`src/rtl/audio_tx_pkg.sv`:
```
`timescale 1ns/1ps
package audio_tx_pkg;
   typedef enum logic {
      FMT_STEREO = 1'b0,
      FMT_TDM    = 1'b1
   } tx_fmt_e;
endpackage

```
`src/rtl/atx_fifo.sv`:
```
`timescale 1ns/1ps
module atx_fifo #(
   parameter int DW    = 16,
   parameter int DEPTH = 8
) (
   input  logic                         clk,
   input  logic                         rst_n,
   input  logic                         push,
   input  logic [DW-1:0]                push_data,
   input  logic                         pop,
   output logic [DW-1:0]                head,
   output logic [$clog2(DEPTH+1)-1:0]   level,
   output logic                         full,
   output logic                         empty
);
   localparam int AW = (DEPTH > 1) ? $clog2(DEPTH) : 1;
   localparam int CW = $clog2(DEPTH+1);

   logic [DW-1:0] mem [DEPTH];
   logic [AW-1:0] rd_ptr, wr_ptr;
   logic [CW-1:0] cnt;
   logic          do_push, do_pop;

   assign full    = (cnt == CW'(DEPTH));
   assign empty   = (cnt == '0);
   assign do_push = push && !full;
   assign do_pop  = pop && !empty;
   assign head    = mem[rd_ptr];
   assign level   = cnt;

   function automatic logic [AW-1:0] nxt(input logic [AW-1:0] p);
      return (p == AW'(DEPTH-1)) ? '0 : p + 1'b1;
   endfunction

   always_ff @(posedge clk) begin
      if (do_push) mem[wr_ptr] <= push_data;
   end

   always_ff @(posedge clk or negedge rst_n) begin
      if (!rst_n) begin
         rd_ptr <= '0;
         wr_ptr <= '0;
         cnt    <= '0;
      end else begin
         if (do_push) wr_ptr <= nxt(wr_ptr);
         if (do_pop)  rd_ptr <= nxt(rd_ptr);
         case ({do_push, do_pop})
            2'b10:   cnt <= cnt + 1'b1;
            2'b01:   cnt <= cnt - 1'b1;
            default: cnt <= cnt;
         endcase
      end
   end
endmodule

```
`src/rtl/atx_timing.sv`:
```
`timescale 1ns/1ps
module atx_timing
   import audio_tx_pkg::*;
#(
   parameter int SW        = 16,
   parameter int RATIO     = 256,
   parameter int TDM_SLOTS = 4,
   parameter bit TDM_EN    = 1'b1
) (
   input  logic clk,
   input  logic rst_n,
   input  logic tx_en,
   input  logic tdm_en,
   output logic run,
   output logic bclk,
   output logic fsync,
   output logic load,
   output logic shift,
   output logic fault
);
   localparam int ST_BITS  = 2 * SW;
   localparam int TD_BITS  = TDM_SLOTS * SW;
   localparam int ST_DIV   = RATIO / ST_BITS;
   localparam int TD_DIV   = RATIO / TD_BITS;
   localparam int MAX_BITS = (ST_BITS > TD_BITS) ? ST_BITS : TD_BITS;
   localparam int MAX_DIV  = (ST_DIV > TD_DIV) ? ST_DIV : TD_DIV;
   localparam int BW       = $clog2(MAX_BITS);
   localparam int CW       = $clog2(MAX_DIV);
   localparam int SWW      = $clog2(SW);

   tx_fmt_e       mode, req_mode;
   logic [CW-1:0] divcnt, div_last, div_half;
   logic [BW-1:0] bitpos, bit_last, next_bit;
   logic          bit_end, word_end, frame_end, start;

   generate
      if (TDM_EN) begin : g_tdm
         assign req_mode = tdm_en ? FMT_TDM : FMT_STEREO;
      end else begin : g_stereo_only
         assign req_mode = FMT_STEREO;
      end
   endgenerate

   assign div_last  = (mode == FMT_TDM) ? CW'(TD_DIV - 1)  : CW'(ST_DIV - 1);
   assign div_half  = (mode == FMT_TDM) ? CW'(TD_DIV / 2)  : CW'(ST_DIV / 2);
   assign bit_last  = (mode == FMT_TDM) ? BW'(TD_BITS - 1) : BW'(ST_BITS - 1);
   assign next_bit  = (bitpos == bit_last) ? '0 : bitpos + 1'b1;
   assign bit_end   = (divcnt == div_last);
   assign word_end  = (bitpos[SWW-1:0] == {SWW{1'b1}});
   assign frame_end = bit_end && (bitpos == bit_last);
   assign start     = tx_en && !run;
   assign fault     = run && tx_en && (req_mode != mode) && !frame_end;
   assign load      = start || fault || (run && tx_en && bit_end && word_end);
   assign shift     = run && tx_en && bit_end && !word_end && !fault;

   assign bclk  = run && (divcnt >= div_half);
   assign fsync = run && ((mode == FMT_TDM) ? (bitpos == bit_last) : next_bit[SWW]);

   always_ff @(posedge clk or negedge rst_n) begin
      if (!rst_n) begin
         run    <= 1'b0;
         mode   <= FMT_STEREO;
         divcnt <= '0;
         bitpos <= '0;
      end else if (!tx_en) begin
         run    <= 1'b0;
         mode   <= FMT_STEREO;
         divcnt <= '0;
         bitpos <= '0;
      end else if (start || fault) begin
         run    <= 1'b1;
         mode   <= req_mode;
         divcnt <= '0;
         bitpos <= '0;
      end else if (bit_end) begin
         divcnt <= '0;
         bitpos <= next_bit;
         if (frame_end) mode <= req_mode;
      end else begin
         divcnt <= divcnt + 1'b1;
      end
   end
endmodule

```
`src/rtl/audio_serial_tx.sv`:
```
`timescale 1ns/1ps
module audio_serial_tx #(
   parameter int SW         = 16,
   parameter int RATIO      = 256,
   parameter int TDM_SLOTS  = 4,
   parameter bit TDM_EN     = 1'b1,
   parameter int FIFO_DEPTH = 8,
   parameter int WM_W       = $clog2(FIFO_DEPTH)
) (
   input  logic            clk,
   input  logic            rst_n,
   input  logic            tx_en,
   input  logic            tdm_en,
   input  logic            wr_valid,
   input  logic [SW-1:0]   wr_data,
   input  logic [WM_W-1:0] watermark,
   input  logic            fifo_err_clr,
   input  logic            sync_err_clr,
   output logic            bclk,
   output logic            fsync,
   output logic            sdata,
   output logic            dma_req,
   output logic            fifo_full,
   output logic            fifo_empty,
   output logic            word_start,
   output logic            fifo_err,
   output logic            sync_err
);
   localparam int LW = $clog2(FIFO_DEPTH+1);

   generate
      if ((SW & (SW - 1)) != 0 || SW < 2) begin : g_bad_sw
         $error("SW must be a power of two");
      end
      if (RATIO % (2 * SW) != 0 || (RATIO / (2 * SW)) % 2 != 0) begin : g_bad_st
         $error("RATIO must give an even two-channel divider");
      end
      if (TDM_EN && (RATIO % (TDM_SLOTS * SW) != 0 || (RATIO / (TDM_SLOTS * SW)) % 2 != 0)) begin : g_bad_td
         $error("RATIO must give an even network-mode divider");
      end
      if (FIFO_DEPTH < 2) begin : g_bad_depth
         $error("FIFO_DEPTH must be at least 2");
      end
   endgenerate

   logic          run, load, shift, fault;
   logic [SW-1:0] head, shreg;
   logic [LW-1:0] level;
   logic          underrun;

   atx_timing #(
      .SW(SW), .RATIO(RATIO), .TDM_SLOTS(TDM_SLOTS), .TDM_EN(TDM_EN)
   ) u_timing (
      .clk(clk), .rst_n(rst_n), .tx_en(tx_en), .tdm_en(tdm_en),
      .run(run), .bclk(bclk), .fsync(fsync),
      .load(load), .shift(shift), .fault(fault)
   );

   atx_fifo #(.DW(SW), .DEPTH(FIFO_DEPTH)) u_fifo (
      .clk(clk), .rst_n(rst_n),
      .push(wr_valid), .push_data(wr_data),
      .pop(load), .head(head), .level(level),
      .full(fifo_full), .empty(fifo_empty)
   );

   assign underrun = load && fifo_empty;
   assign dma_req  = (level <= LW'(watermark));
   assign sdata    = run && shreg[SW-1];

   always_ff @(posedge clk or negedge rst_n) begin
      if (!rst_n) begin
         shreg      <= '0;
         word_start <= 1'b0;
         fifo_err   <= 1'b0;
         sync_err   <= 1'b0;
      end else begin
         word_start <= load;
         if (load)       shreg <= fifo_empty ? '0 : head;
         else if (shift) shreg <= {shreg[SW-2:0], 1'b0};
         if (underrun)          fifo_err <= 1'b1;
         else if (fifo_err_clr) fifo_err <= 1'b0;
         if (fault)             sync_err <= 1'b1;
         else if (sync_err_clr) sync_err <= 1'b0;
      end
   end
endmodule


```
`config.mk`:
```
export PLATFORM = sky130hd
export DESIGN_NAME = audio_serial_tx
export DESIGN_NICKNAME = d
export VERILOG_FILES = /design/src/rtl/audio_tx_pkg.sv /design/src/rtl/atx_fifo.sv /design/src/rtl/atx_timing.sv /design/src/rtl/audio_serial_tx.sv
export SDC_FILE = /design/constraint.sdc
export NUM_CORES = 1
export LEC_CHECK = 0
export CELL_PAD_IN_SITES_DETAIL_PLACEMENT = 1
export CELL_PAD_IN_SITES_GLOBAL_PLACEMENT = 1
export CORE_ASPECT_RATIO = 1.5
export CORE_MARGIN = 10
export CORE_UTILIZATION = 55
export CTS_CLUSTER_DIAMETER = 100
export DETAILED_ROUTE_END_ITERATION = 8
export DONT_BUFFER_PORTS = 1
export PLACE_DENSITY = 0.84
export SETUP_SLACK_MARGIN = 0.1
export SLEW_MARGIN = 20
export SYNTH_ARGS = -nofsm -noshare
export SYNTH_HDL_FRONTEND = slang
export SYNTH_SLANG_ARGS = --single-unit
```
`constraint.sdc`:
```
create_clock -name clk -period 4.4 [get_ports clk]
set_clock_uncertainty 0.15 [all_clocks]
set_input_delay 0.88 -clock clk [delete_from_list [all_inputs] [get_ports clk]]
set_output_delay 0.88 -clock clk [all_outputs]
set_load 0.03 [all_outputs]
```
==> impl_metrics.toml <==
[critical_path]
crit_chain = "ha_1 -> and2_0 -> a41oi_4 -> o211ai_2 -> buf_4 -> inv_1 -> ha_1 -> xor2_1 -> ha_1 -> a21oi_1 -> xor2_1 -> nor2_1 -> xor2_1"
rr_worst_depth = 13
cp_data_required_time_ps = 4550
cp.buffers_inverters = 2
cp-start-kind = "register"
endpoint_kind = "register"
slowest_delay_ps = 510
path_delay_family = "adder cells"
r2r_start = "u_timing.mode$_DFFE_PN0P_"
crit_fanout = 20
cp.depth = 13
worstPathArrival_ps = 3730
crit_type = "reg2reg"
cp_slowest_cell = "dfrtp_1"
r2r_setup_slack_ps = 820
r2r_end = "u_fifo.level[2]$_DFFE_PN0P_"

[route]
wirelength_mm = 14.4
drc = 0
drtPass1Iterations = 4
viasPerCell = 6.14
ant_nets = 0
routedWlPerCell_um = 25.0
first_iter_violations = 180
vias = 3532

[logic_synthesis]
yosys_warnings = 0
synth_top_cell_area_share_pct = 55.4
syn_avg_cell_area_um2 = 17.7
ys_ff_latch = 168
synth_edf_count = 128
yosysUniqueCellTypes = 45
syn_inst = 391
synth_top_cell_by_area = "edfxtp_1"
syn_nets = 431
async_flop_share_pct = 23.8
ys.flop_type = "edfxtp_1"
yosys-top-cells-area = "edfxtp_1 55%, dfrtp_1 14%, mux4_2 10%"
ys_seq_area_share_pct = 69.8
synth_area_um2 = 6940

[clock_tree]
cts.sinks = 168
clock_latency_ps = 420
root_buffer = "clkbuf_16"
htree_levels = 4
cts_setup_buffers = 0
cts_buffers = 17
cts_buffer_depth = 2
clk_pin_slew_worst_paths_ps = 70
cts_tree = "yes"
cts_resized = 0

[die]
chipWidth_um = 112
initial_utilization_pct = 55.7
pin_count = 35
die_h_um = 158
core_um2 = 12400
fp-row-count = 50
die-area_um2 = 17600

[cells_and_area]
nets = 446
area_growth_pct = 11.8
drive_gt1_share_pct = 22.7
layout_commonest_cell = "edfxtp_1"
layout_common_cells = "128 x edfxtp_1, 38 x dfrtp_1, 32 x mux4_2, 23 x o21ai_0, 17 x clkbuf_16"
regArea_um2 = 4850
nFillCells = 1054
diodes = 0
multiInputGateArea_um2 = 1970

[sta]
fin_tns_setup_ps = 0
hold_violations = 0
rsz0062_at_grt = "no"
fmax_mhz = 279
fin_crit_ps = 3580
fin_crit_sh_pct = 81.4
slew_headroom_pct = 41.1
worst_pin_slew_ps = 880
setup_viol = 0
slew_viol_final = 0

[power_and_ir_drop]
power.leakage_nw = 2.76
totalPowerFinal_mw = 4.89
ir_worst_vdd_mv = 0.326
p_per_area_nw_per_um2 = 631

[hold_path]
hold_class = "in2async"

[grt]
grt_pass1_wl_mm = 22.9
grt_antenna_before_repair = 0
grt_pass1_vias = 4047
grt_max_degree = 41
grt_usage_pct = 17.2
grt_overflow_total = 0

[status]
outcome = "completed"

[placed_design]
dp_hpwl_mm = 8.91
numPortBuffers = 0
gp_congestion = 0.773

[flow_run]
cap_violations = 0
[registers in the layout (all words and copies together), names as in the netlist, 3 cells and up]
signal	count
u_timing.bitpos	6
u_fifo.rd_ptr	3
u_fifo.mem	128
u_fifo.level	4
u_fifo.wr_ptr	3
shreg	16
u_timing.divcnt	3
[area by class of cell]
type                    count  share of cell area [%]
clock inverters            15                    1.97
repair buffers             13                    1.52
multi-input cells         194                    25.4
flip-flops and latches    168                    62.5
clock buffers              17                    5.49
well taps                 156                    2.52
inverters                  12                   0.581
[metal layers]
metal | wire length [um] | GRT usage, %
met5 | 0 | 0
met4 | 226 | 6.51
met3 | 574 | 4.58
met2 | 8130 | 31.9
met1 | 5450 | 18.2
[synth_stat cells (3+ instances only)]
| master | number |
|---|---|
| edfxtp_1 | 128 |
| dfrtp_1 | 40 |
| mux4_2 | 32 |
| o21ai_0 | 23 |
| a22oi_1 | 16 |
| mux2i_1 | 16 |
| nor2_1 | 16 |
| ha_1 | 14 |
| inv_1 | 12 |
| nand2_1 | 9 |
| buf_2 | 8 |
| xor2_1 | 7 |
| a21oi_1 | 6 |
| nor3_1 | 6 |
| nand2b_1 | 5 |
| xnor2_1 | 5 |
| nand3_1 | 4 |
| and2_1 | 3 |
| buf_4 | 3 |
| clkbuf_1 | 3 |
| mux2_4 | 3 |
[how the worst max path moves through the flow]
stage                                            from  slack (ps)                          end
after floorplan           u_fifo.level[1]$_DFFE_PN0P_        1010  u_fifo.level[2]$_DFFE_PN0P_
after global placement      u_timing.mode$_DFFE_PN0P_         990  u_fifo.level[2]$_DFFE_PN0P_
after detailed placement    u_timing.mode$_DFFE_PN0P_         840  u_fifo.level[2]$_DFFE_PN0P_
after CTS                   u_timing.mode$_DFFE_PN0P_         830  u_fifo.level[2]$_DFFE_PN0P_
after global routing        u_timing.mode$_DFFE_PN0P_         580  u_fifo.level[2]$_DFFE_PN0P_
final                       u_timing.mode$_DFFE_PN0P_         820  u_fifo.level[2]$_DFFE_PN0P_
[through the flow]
stage	setup slack, ps	instances	area [um^2]	util (%)	hold slack (ps)
after detailed placement	836	541	7140	57.4	305
after global placement	987	541	7140	57.4	294
after global routing	583	575	7750	62.3	141
final	816	575	7750	62.3	143
after CTS	827	574	7740	62.2	143
after floorplan	1010	391	6940	-	274
[where the power goes]
group	switching, mW	internal, mW	leakage, nW
Sequential	0.320	2.01	1.67
Combinational	0.535	0.594	0.813
Clock	0.673	0.756	0.281
Total	1.53	3.36	2.76
[what timing repair did]
action,CTS,global route
hold endpoints to repair,40,0
hold buffers,1,0
setup endpoints to repair,0,0
[logic make-up after synthesis]
family	count (synthesis)	share of synthesized area, %
compound gates	56	5.52
xor+xnor	14	1.98
fa+ha+maj	14	2.52
buf+inv	29	2.09
flops	168	69.8
mux	53	13.7
simple gates	57	4.40
Power figures use the tool's default switching activity.
